===== src/rtl/muxIoPkg.sv =====
package muxIoPkg;
  typedef struct packed {
    logic latchWr;
    logic busMode;
  } portStrobes_t;
endpackage


===== src/rtl/muxIoCtrl.sv =====
module muxIoCtrl
  import muxIoPkg::*;
(
  input  logic         clk,
  input  logic         rstN,
  input  logic         wrEn,
  input  logic         busSel,
  output portStrobes_t strb
);
  logic busModeQ;

  always_ff @(posedge clk or negedge rstN) begin
    if (!rstN) busModeQ <= 1'b0;
    else       busModeQ <= busSel;
  end

  always_comb begin
    strb.latchWr = wrEn;
    strb.busMode = busModeQ;
  end


  mode_follow_chk: assert property (@(posedge clk) disable iff (!rstN)
    1'b1 |=> (strb.busMode == $past(busSel)));
endmodule


===== src/rtl/muxIoDatapath.sv =====
module muxIoDatapath
  import muxIoPkg::*;
#(
  parameter int WIDTH = 8
) (
  input  logic             clk,
  input  logic             rstN,
  input  portStrobes_t     strb,
  input  logic [WIDTH-1:0] wrData,
  input  logic [WIDTH-1:0] adBus,
  input  logic [WIDTH-1:0] pinIn,
  output logic [WIDTH-1:0] pullDown,
  output logic [WIDTH-1:0] pullUp,
  output logic [WIDTH-1:0] rdPin,
  output logic [WIDTH-1:0] rdLatch
);
  localparam logic [WIDTH-1:0] LatchInit = '1;

  logic [WIDTH-1:0] latchQ;

  always_ff @(posedge clk or negedge rstN) begin
    if (!rstN)             latchQ <= LatchInit;
    else if (strb.latchWr) latchQ <= wrData;
  end

  for (genvar b = 0; b < WIDTH; b++) begin : gCell
    always_comb begin
      if (strb.busMode) begin
        pullUp[b]   = adBus[b];
        pullDown[b] = ~adBus[b];
      end else begin
        pullUp[b]   = 1'b0;
        pullDown[b] = ~latchQ[b];
      end
    end
  end

  assign rdPin   = pinIn;
  assign rdLatch = latchQ;


  no_contention_chk: assert property (@(posedge clk) disable iff (!rstN)
    (pullDown & pullUp) == '0);

  gpio_high_off_chk: assert property (@(posedge clk) disable iff (!rstN)
    !strb.busMode |-> (pullUp == '0));

  bus_complement_chk: assert property (@(posedge clk) disable iff (!rstN)
    strb.busMode |-> ((pullUp ^ pullDown) == '1));

  latch_load_chk: assert property (@(posedge clk) disable iff (!rstN)
    strb.latchWr |=> (rdLatch == $past(wrData)));

  latch_hold_chk: assert property (@(posedge clk) disable iff (!rstN)
    !strb.latchWr |=> $stable(rdLatch));
endmodule


===== src/rtl/muxIoPort.sv =====
module muxIoPort
  import muxIoPkg::*;
#(
  parameter int WIDTH = 8
) (
  input  logic             clk,
  input  logic             rstN,
  input  logic             wrEn,
  input  logic [WIDTH-1:0] wrData,
  input  logic             busSel,
  input  logic [WIDTH-1:0] adBus,
  input  logic [WIDTH-1:0] pinIn,
  output logic [WIDTH-1:0] pullDown,
  output logic [WIDTH-1:0] pullUp,
  output logic [WIDTH-1:0] rdPin,
  output logic [WIDTH-1:0] rdLatch
);
  portStrobes_t strb;

  muxIoCtrl uCtrl (
    .clk(clk), .rstN(rstN), .wrEn(wrEn), .busSel(busSel), .strb(strb)
  );

  muxIoDatapath #(.WIDTH(WIDTH)) uData (
    .clk(clk), .rstN(rstN), .strb(strb), .wrData(wrData), .adBus(adBus),
    .pinIn(pinIn), .pullDown(pullDown), .pullUp(pullUp),
    .rdPin(rdPin), .rdLatch(rdLatch)
  );
endmodule


===== config.mk =====
export PLATFORM = sky130hd
export DESIGN_NAME = muxIoPort
export DESIGN_NICKNAME = d
export VERILOG_FILES = /design/src/rtl/muxIoPkg.sv /design/src/rtl/muxIoCtrl.sv /design/src/rtl/muxIoDatapath.sv /design/src/rtl/muxIoPort.sv
export SDC_FILE = /design/constraint.sdc
export NUM_CORES = 1
export LEC_CHECK = 0
export BUFFER_PORTS_ARGS = -buffer_cell sky130_fd_sc_hd__buf_2
export CAP_MARGIN = 20
export CORE_MARGIN = 10
export CORE_UTILIZATION = 36
export DETAILED_ROUTE_END_ITERATION = 10
export PLACE_DENSITY = 0.91
export SLEW_MARGIN = 20
export SYNTH_ARGS = -nofsm -noshare
export SYNTH_HDL_FRONTEND = slang
export SYNTH_SLANG_ARGS = --single-unit
export TNS_END_PERCENT = 20

===== constraint.sdc =====
create_clock -name clk -period 1.7 [get_ports clk]
set_input_delay 0.085 -clock clk [delete_from_list [all_inputs] [get_ports clk]]
set_output_delay 0.085 -clock clk [all_outputs]
set_load 0.005 [all_outputs]

Yosys cells after proc, flatten, opt, wreduce, memory -nomap -nowiden --
Index checks and enable logic that the tools add are counted.
Word-level totals: register bits after elaboration 9, input port bits 28, output and inout bits 32, word-level logic and storage cells 34
Cells by class: multiplexer cells 16, bitwise operators 16
Operator list (count):
- $mux 1 | 16
- $not 1->1 | 16

Longest topological paths before layout --
Gate-level depths: netlist of the first run.
depth after elaboration 2, depth in mapped cells 3

Modules after synthesis --
A second synthesis of the first run with hierarchy kept.
Second synthesis, totals: cell total of the unflattened synthesis 46, area total of the unflattened synthesis 578.1 sq um
By module, submodules not included:
- muxIoDatapath | instances 1, cells an instance 43, area an instance 538.0 sq um
- muxIoCtrl | instances 1, cells an instance 3, area an instance 40.0 sq um

Worst setup path after synthesis of the first run --
Ideal clock, no wire load.
kind register -> output, start point register uCtrl.busModeQ, end point output port pullUp[0], data arrival time 0.773 ns, data required time 1.615 ns, setup slack 0.842 ns, stages on the path, launching flop included 4, path through dfrtp_1 -> buf_6 -> buf_8 -> and2_2
On the way: longest elaborated chain between the ends 1
Ends and longest elaborated chain:
- start: declaration | RTL line muxIoCtrl.sv:10 | logic busModeQ;
- start signal: assignment | RTL line muxIoCtrl.sv:14 | else busModeQ <= busSel;
- $mux 1 | RTL line muxIoDatapath.sv:28 | if (strb.busMode) begin
- end: declaration | RTL line muxIoPort.sv:14 | output logic [WIDTH-1:0] pullUp,
Every way passes these cells.

Final worst setup path of the first run --
start point register uCtrl.busModeQ, end point output port pullDown[1]
On the way: longest elaborated chain between the ends 1
Ends and longest elaborated chain:
- $mux 1 | RTL line muxIoDatapath.sv:28
- end: declaration | RTL line muxIoPort.sv:13 | output logic [WIDTH-1:0] pullDown,
Every way passes these cells.

==> results of run 1 <==
cell usage in the layout (no fill, tap or decap), drive strengths merged:
| cell type | count |
|---|---|
| buf | 43 |
| mux2i | 8 |
| and2 | 8 |
| mux2 | 8 |
| dfstp | 8 |
| clkbuf | 4 |
| dlygate4sd3 | 2 |
| dfrtp | 1 |
kinds of logic (layout without fill, tap and decap cells):
kind of cell	count (synthesis)	after routing	synth area share [%]
DFF	9	9	41.78
muxes	16	16	30.22
and+or+nand+nor	8	8	10.67
buffers and inverters	11	49	17.33
final timing paths:
| kind | startpoint | cells after the start | endpoint | slack (ps) |
|---|---|---|---|---|
| setup reg to reg | uData.rdLatch[0] | 1 | uData.rdLatch[0] | 970 |
| max in group asynchronous | rstN | 2 | uData.rdLatch[3] | 1240 |
| hold reg to reg | uData.rdLatch[5] | 1 | uData.rdLatch[5] | 620 |
| min in group asynchronous | rstN | 2 | uCtrl.busModeQ | 220 |
| setup / recovery | uCtrl.busModeQ | 2 | pullDown[1] | 300 |
| hold / removal | wrData[3] | 2 | uData.rdLatch[3] | 70 |
power groups by stage:
stage               combinational, W  sequential [W]  clock (W)
finish                      0.000136        0.000269   0.000154
detailed placement          0.000136        0.000273          0
floorplan                  0.0000803        0.000267          0
CTS                         0.000140        0.000269   0.000163
global route                0.000148        0.000273   0.000178
global placement            0.000132        0.000272          0
what timing repair did:
action | 4_1_cts | 5_1_grt
buffers inserted | 0 | 0
hold endpoints to repair | 10 | 0
hold buffers | 2 | 0
metal layers:
layer	vias up	track usage, %
li1	217	-
met1	210	5.998
met5	-	0
met4	0	3.846
met3	0	4.077
met2	18	16.49
final cells by class:
| cell class | instances | area [sq um] | area share (%) |
|---|---|---|---|
| timing repair buffer | 45 | 235.2 | 31.49 |
| clock buffer | 4 | 26.28 | 3.518 |
| tap | 16 | 20.02 | 2.680 |
| sequential | 9 | 235.2 | 31.49 |
| multi-input combinational | 24 | 230.2 | 30.82 |
state kept, by name, indices dropped and copies added, names as in the netlist:
| signal | cells |
|---|---|
| uData.rdLatch | 8 |
| uCtrl.busModeQ | 1 |
through the flow:
stage                     utilization [%]  instances   power, W  area (sq um)
after global placement              47.06         92  0.0004033         700.7
after global routing                50.17         98  0.0005995         747.0
after detailed placement            47.06         92  0.0004086         700.7
after floorplan                         -         44  0.0003475         563.0
final                               50.17         98  0.0005580         747.0
after CTS                           50.17         98  0.0005724         747.0
==> metrics.cfg, run 1 <==
[outcome]
status = complete, no violations

[global_routing]
grt_pass1_wl_um = 2263
grt_max_degree = 17
grt_pass1_vias = 511
antenna_found_initial = 0
grt_overflow_total = 0
track_usage_pct = 8.194

[timing]
slew_violations = 0
rsz0062_at_grt = no
finalSetupViolCount = 0
setup_ws_ps = 300.5
finalCriticalPeriod_ps = 1399
hold_viol = 0
max_freq_mhz = 714.6
tightest_slew_ps = 511.7
setup-tns-final_ps = 0
finalClockSkew_ps = 0
whs_ps = 66.82
maxSlewHeadroom_pct = 65.89
finalCritPeriodShare_pct = 82.32

[pwr]
power.density_nw_per_um2 = 747.1
pwr-share-comb_pct = 24.3
p_sw_share_pct = 24.33
p_seq_share_pct = 48.1
p_int_w = 0.0004223
ir_drop_mv = 0.5046
power_leakage_nw = 0.4005
p_clk_share_pct = 27.6
switchingPower_w = 0.0001358

[yosys]
async_flop_share_pct = 100.0
syn_avg_cell_area_sq_um = 12.80
synth_cells = 44
synth.area.top_cells = dfstp_2 37%, mux2_2 16%, mux2i_1 14%
synth_edf_count = 0
ys_top_cells_by_count = 8 x and2_2, 8 x buf_4, 8 x dfstp_2, 8 x mux2_2, 8 x mux2i_1
yosysTopAreaCellShare_pct = 37.33
ys_seq_area_share_pct = 41.78
syn_area_sq_um = 563.0
synth_warnings = 0
synthFlopType = dfstp_2
yosys.area.top_type = dfstp_2
syn_nets = 72
ys_ff_latch = 9
yosys.cell_types.count = 8

[drt]
wl_per_cell_um = 14.98
vias = 445
met1_length_um = 433
drcViolationCount = 0
firstDrtPassIters = 3
wl_met3_um = 128
met2RoutedLength_um = 907
top_layer = met3
viasPerCell = 4.541
drtIter0Drc = 3
ant_nets = 0
wl_um = 1468

[worst_setup_path]
cp.arrival_ps = 1310
crit_type = flop to output port
critPathCaptureType = output port
critical_path_required_ps = 1620
critPathMaxStageDelay_ps = 660
startpoint_type = flop
cp_num_buf_inv = 1
critPathSlowestCell = dfrtp_1
path_delay_family = flip-flops
crit_fanout = 16
crit_path_cell_trace = mux2i_1, buf_2

[floorplanning]
die_height_um = 59.55
ios = 60
core_area_sq_um = 1489
floorplan.initialDensity_pct = 37.82
die_w_um = 59.55
die_area_sq_um = 3546
num_rows = 14

[cells_and_area]
syn2layout_area_growth_pct = 32.67
drive_gt1_share_pct = 85.37
final.fill_count = 126
antenna_cells = 0
finalNetCount = 111

[flow_run]
cap_viol_max_count = 0

[cts]
numCtsBuffers = 3
cts_tree = yes
cts_root_buf = clkbuf_4
cts_max_path_buffers = 2
cts.htree.levels = 1
cts.sinks = 9
cts-resized-gates = 0
insertion_delay_ps = 250
cts.clk_slew.worst_paths_ps = 60

[place]
portBuffers = 43
place_ws_ps = 564.2
gp_congestion = 0.7015

[min_path]
hp-class = input pin to flop

Note: power is estimated with default switching activity, not from simulation.
==> inputs of run 2 (changes only) <==
--- a/config.mk
+++ b/config.mk
@@ -8,9 +8,9 @@
 export BUFFER_PORTS_ARGS = -buffer_cell sky130_fd_sc_hd__buf_2
 export CAP_MARGIN = 20
 export CORE_MARGIN = 10
-export CORE_UTILIZATION = 36
+export CORE_UTILIZATION = 30
 export DETAILED_ROUTE_END_ITERATION = 10
-export PLACE_DENSITY = 0.91
+export PLACE_DENSITY = 0.82
 export SLEW_MARGIN = 20
 export SYNTH_ARGS = -nofsm -noshare
 export SYNTH_HDL_FRONTEND = slang
==> constraint.sdc (replaced) <==
create_clock -name clk -period 1.2 [get_ports clk]
set_input_delay 0.06 -clock clk [delete_from_list [all_inputs] [get_ports clk]]
set_output_delay 0.06 -clock clk [all_outputs]
set_load 0.005 [all_outputs]
==> run 2 against run 1 <==
Core utilization shrank 6.1 points; global-route usage shrank 0.24 points; critical path depth grew 1; cell count grew 10%; routed wire length grew 14%.
==> metrics.cfg, run 2 (synthesis results as in run 1) <==
[outcome]
status = complete, no violations

[pwr]
power_leakage_nw = 0.4065  ; +1.5%
power.density_nw_per_um2 = 1051  ; +41%
ir_drop_mv = 0.5651  ; +12%

[global_routing]
antenna_found_initial = 0  ; unchanged
grt_pass1_vias = 521  ; +2.0%
track_usage_pct = 7.959  ; -0.24 points
grt_overflow_total = 0  ; unchanged
grt_pass1_wl_um = 2484  ; +9.8%
grt_max_degree = 17  ; unchanged

[cells_and_area]
syn2layout_area_growth_pct = 36.67
layout_commonest_cell = buf_2
finalNetCount = 112  ; +0.90%
largest_register_ffs = 8  ; unchanged
finish.utilization_pct = 44.09  ; -6.1 points
antenna_cells = 0  ; unchanged
drive_gt1_share_pct = 85.54  ; +0.18 points
layout_common_cells = 43 x buf_2, 8 x mux2i_1, 8 x and2_2, 8 x mux2_2, 8 x dfstp_2

[worst_setup_path]
cp.arrival_ps = 1100  ; -210 ps
critical_path_required_ps = 1140  ; -480 ps
critPathMaxStageDelay_ps = 340  ; -320 ps
crit_path_start = uCtrl.busModeQ
startpoint_type = flop
path_delay_family = flip-flops
critPathSlowestCell = dfrtp_1
crit_path_cell_trace = buf_6, mux2i_1, buf_2
crit_type = flop to output port
critPathCaptureType = output port
cp_num_buf_inv = 2  ; +1
crit_fanout = 16  ; unchanged
r2r_start = uData.rdLatch[3]

[floorplanning]
die_height_um = 63.32  ; +6.3%
die_area_sq_um = 4009  ; +13%
floorplan.initialDensity_pct = 32.26  ; -5.6 points
core_area_sq_um = 1745  ; +17%
num_rows = 15  ; +1
ios = 60  ; unchanged
die_w_um = 63.32  ; +6.3%

[timing]
rsz0062_at_grt = yes
hold_viol = 0  ; unchanged
setup_ws_ps = 42.75  ; -257.8 ps
max_freq_mhz = 864.1
finalClockSkew_ps = 0  ; unchanged
finalCritPeriodShare_pct = 96.44
finalCriticalPeriod_ps = 1157
finalSetupViolCount = 0  ; unchanged
tightest_slew_ps = 194.6  ; -317.1 ps
maxSlewHeadroom_pct = 87.03  ; +21 points
slew_violations = 0  ; unchanged

[drt]
ant_nets = 0  ; unchanged
wl_per_cell_um = 15.55  ; +3.8%
viasPerCell = 4.148  ; -8.6%
drtIter0Drc = 9  ; +6
drcViolationCount = 0  ; unchanged
wl_um = 1679  ; +14%
firstDrtPassIters = 4  ; +1
vias = 448  ; +0.67%

[cts]
cts.clk_slew.worst_paths_ps = 60  ; about the same
numCtsBuffers = 3  ; unchanged
cts_tree = yes
postCtsSetupBuffers = 0  ; unchanged
cts.htree.levels = 1  ; unchanged
cts.sinks = 9  ; unchanged
cts_max_path_buffers = 2  ; unchanged
insertion_delay_ps = 250  ; about the same
cts_root_buf = clkbuf_4

[place]
portBuffers = 43  ; unchanged
gp_congestion = 0.6390  ; -8.9%
place_ws_ps = 276.9  ; -287.3 ps

[flow_run]
cap_viol_max_count = 0  ; unchanged

[min_path]
hp-class = input pin to flop
hold_start = wrData[1]

## run 2: per-layer routing
metal / track usage (%) / wire (um) / share of wire (%) / vias to the layer above
met3: 4.594 / 149 / 8.9 / 2
met1: 6.188 / 583 / 35 / 207
met2: 15.08 / 931 / 55 / 23
met4: 4.098 / 14 / 0.83 / 0
li1: - / - / - / 216
met5: 0 / 0 / 0 / -
## run 2: stage by stage
stage | hold slack [ps] | cell area, sq um | setup TNS, ps | std cells | total power [W]
floorplan | -235.6 | 563.0 | 0 | 44 | 0.0004923
global placement | -85.97 | 719.4 | 0 | 102 | 0.0005759
detailed placement | -84.52 | 719.4 | 0 | 102 | 0.0005842
CTS | 29.04 | 769.5 | 0 | 108 | 0.0008233
global route | 28.55 | 769.5 | -180.3 | 108 | 0.0008579
finish | 31.69 | 769.5 | 0 | 108 | 0.0008091
## run 2: timing repair
action / 4_1_cts / 5_1_grt
hold endpoints to repair: 10 / 0
endpoints found under the setup margin: 1 / 7
hold buffers: 2 / 0
gates resized for setup: 1 / 0
## run 2: cell type report
| type | count | area, sq um |
|---|---|---|
| clock buffers | 4 | 26.28 |
| fillers | 183 | 975.9 |
| multi-input cells | 24 | 230.2 |
| flip-flops and latches | 9 | 235.2 |
| well taps | 25 | 31.28 |
| repair buffers | 46 | 246.5 |
## run 2: final timing paths
| path | to | slack (ps) | depth (start not counted) |
|---|---|---|---|
| setup / recovery | pullDown[2] | 40 | 3 |
| hold / removal | uData.rdLatch[1] | 30 | 2 |
| setup reg to reg | uData.rdLatch[3] | 450 | 1 |
| hold reg to reg | uData.rdLatch[1] | 620 | 1 |
| max in group asynchronous | uData.rdLatch[5] | 770 | 2 |
| min in group asynchronous | uCtrl.busModeQ | 190 | 2 |
## run 2: power breakdown
| part | internal (W) | switching, W | leakage, nW | total (W) |
|---|---|---|---|---|
| sequential | 0.000354 | 0.0000216 | 0.0958 | 0.000375 |
| clock | 0.000128 | 0.000101 | 0.0150 | 0.000229 |
| combinational | 0.000121 | 0.0000836 | 0.296 | 0.000205 |
| total | 0.000602 | 0.000207 | 0.407 | 0.000809 |
==> inputs of run 3 (changes only) <==
--- a/config.mk
+++ b/config.mk
@@ -11,6 +11,7 @@
 export CORE_UTILIZATION = 30
 export DETAILED_ROUTE_END_ITERATION = 10
 export PLACE_DENSITY = 0.82
+export RECOVER_POWER = 100
 export SLEW_MARGIN = 20
 export SYNTH_ARGS = -nofsm -noshare
 export SYNTH_HDL_FRONTEND = slang
==> run 3 against run 2 <==
Non-clock buffer count unchanged; final area down 2.1%; setup slack worse by 0.91 ps; global-route usage unchanged; cell count unchanged; sequential share of layout area up 0.66 points; critical endpoint unchanged.
==> metrics.cfg, run 3 (synthesis results as in run 1) <==
[floorplanning]
die_area_sq_um = 4009  ; unchanged
floorplan.initialDensity_pct = 32.26  ; unchanged
core_area_sq_um = 1745  ; unchanged
die_height_um = 63.32  ; unchanged
num_rows = 15  ; unchanged
ios = 60  ; unchanged
die_w_um = 63.32  ; unchanged

[place]
place_ws_ps = 276.9  ; unchanged
portBuffers = 43  ; unchanged
gp_congestion = 0.6390  ; unchanged
dp.cells = 102  ; unchanged

[flow_run]
cap_viol_max_count = 0  ; unchanged

[min_path]
min_to = uData.rdLatch[1]
hp-class = input pin to flop
hold_start = wrData[1]
whs_path_depth = 2  ; unchanged

[global_routing]
antenna_found_initial = 0  ; unchanged
grt_pass1_wl_um = 2484  ; unchanged
track_usage_pct = 7.959  ; unchanged
grt_overflow_total = 0  ; unchanged
grt_pass1_vias = 521  ; unchanged
grt_max_degree = 17  ; unchanged

[cts]
cts.sinks = 9  ; unchanged
insertion_delay_ps = 250  ; about the same
cts_root_buf = clkbuf_4
cts_max_path_buffers = 2  ; unchanged
numCtsBuffers = 3  ; unchanged
cts.clk_slew.worst_paths_ps = 60  ; about the same
cts_tree = yes
cts.htree.levels = 1  ; unchanged

[worst_setup_path]
crit_type = flop to output port
critical_path_required_ps = 1140  ; about the same
r2r_setup_slack_ps = 440  ; about the same
crit_fanout = 16  ; unchanged
critPathCaptureType = output port
cp.arrival_ps = 1100  ; about the same
r2r_start = uData.rdLatch[5]
startpoint_type = flop
r2r_end = uData.rdLatch[5]
ff2ff_path_depth = 1  ; unchanged

[timing]
rsz0062_at_grt = yes
finalSetupViolCount = 0  ; unchanged
setup-tns-final_ps = 0  ; unchanged
maxSlewHeadroom_pct = 69.42  ; -18 points
hold_viol = 0  ; unchanged
finalClockSkew_ps = 0  ; unchanged
finalCriticalPeriod_ps = 1158  ; +0.9114 ps
max_freq_mhz = 863.4  ; about the same
finalCritPeriodShare_pct = 96.51  ; about the same
tightest_slew_ps = 458.7  ; +264.1 ps
setup_ws_ps = 41.84  ; -0.9114 ps
slew_violations = 0  ; unchanged

[cells_and_area]
finish.utilization_pct = 43.15  ; -0.93 points
instances_no_fill = 108  ; unchanged
antenna_cells = 0  ; unchanged
drive_gt1_share_pct = 63.86  ; -22 points
largest_register_ffs = 8  ; unchanged
layout_commonest_cell = buf_2
syn2layout_area_growth_pct = 33.78
finalNetCount = 112  ; unchanged
final.fill_count = 189  ; +3.3%
layout_common_cells = 29 x buf_2, 14 x clkbuf_1, 8 x mux2i_1, 8 x and2_2, 8 x mux2_2

[pwr]
ir_drop_mv = 0.5566  ; -1.5%
p_sw_share_pct = 26.15  ; +0.61 points
pwr-share-comb_pct = 24.6  ; -0.7 points
p_int_w = 0.0005874  ; -2.5%
power.density_nw_per_um2 = 1056  ; +0.43%
p_seq_share_pct = 46.5  ; about the same
power_leakage_nw = 0.3639  ; -10%
power_w = 0.0007954  ; -1.7%
p_clk_share_pct = 28.9  ; +0.6 points
switchingPower_w = 0.0002080  ; +0.64%

[outcome]
status = complete, no violations

[drt]
firstDrtPassIters = 4  ; unchanged
ant_nets = 0  ; unchanged
drtIter0Drc = 8  ; -1
wl_per_cell_um = 15.56  ; +0.12%
viasPerCell = 4.167  ; +0.45%
drcViolationCount = 0  ; unchanged
vias = 450  ; +0.45%
wl_um = 1681  ; +0.12%

run 3: worst max path at each step:
stage,start,endpoint
2_1_floorplan,uCtrl.busModeQ,pullUp[0]
3_3_place_gp,uCtrl.busModeQ,pullDown[0]
3_5_place_dp,uCtrl.busModeQ,pullDown[2]
4_1_cts,uCtrl.busModeQ,pullDown[2]
5_1_grt,uCtrl.busModeQ,pullDown[7]
6_report,uCtrl.busModeQ,pullDown[2]
run 3: final cells by class:
cell class,instances,area [sq um],area share (%)
timing repair buffer,46,230.2,30.56
tap,25,31.28,4.153
clock buffer,4,26.28,3.488
multi-input combinational,24,230.2,30.56
sequential,9,235.2,31.23
run 3: per-layer routing:
metal / global-route usage [%] / wire [um]
met4: 4.098 / 14
met2: 15.08 / 930
met1: 6.188 / 598
met5: 0 / 0
met3: 4.594 / 136
run 3: critical path: stages, from the launching register on:
cell and delay (ps):
dfrtp_1 340, buf_6 170, mux2i_1 200, buf_2 140
run 3: stage by stage:
stage	hold WS, ps	area [sq um]
3_5_place_dp	-84.52	719.4
4_1_cts	29.04	769.5
2_1_floorplan	-235.6	563.0
6_report	31.52	753.2
5_1_grt	31.44	753.2
3_3_place_gp	-85.97	719.4
run 3: power by group through the flow:
stage / Combinational [W] / Clock (W) / Sequential (W)
2_1_floorplan: 0.000114 / 0 / 0.000379
3_3_place_gp: 0.000198 / 0 / 0.000378
3_5_place_dp: 0.000204 / 0 / 0.000380
4_1_cts: 0.000211 / 0.000237 / 0.000376
5_1_grt: 0.000216 / 0.000252 / 0.000376
6_report: 0.000196 / 0.000230 / 0.000370
run 3: repair_timing:
action                                  in CTS  in global routing
gates resized for setup                      1                  0
hold endpoints to repair                    10                  0
hold buffers                                 2                  0
setup buffers                                0                  0
endpoints found under the setup margin       1                  7
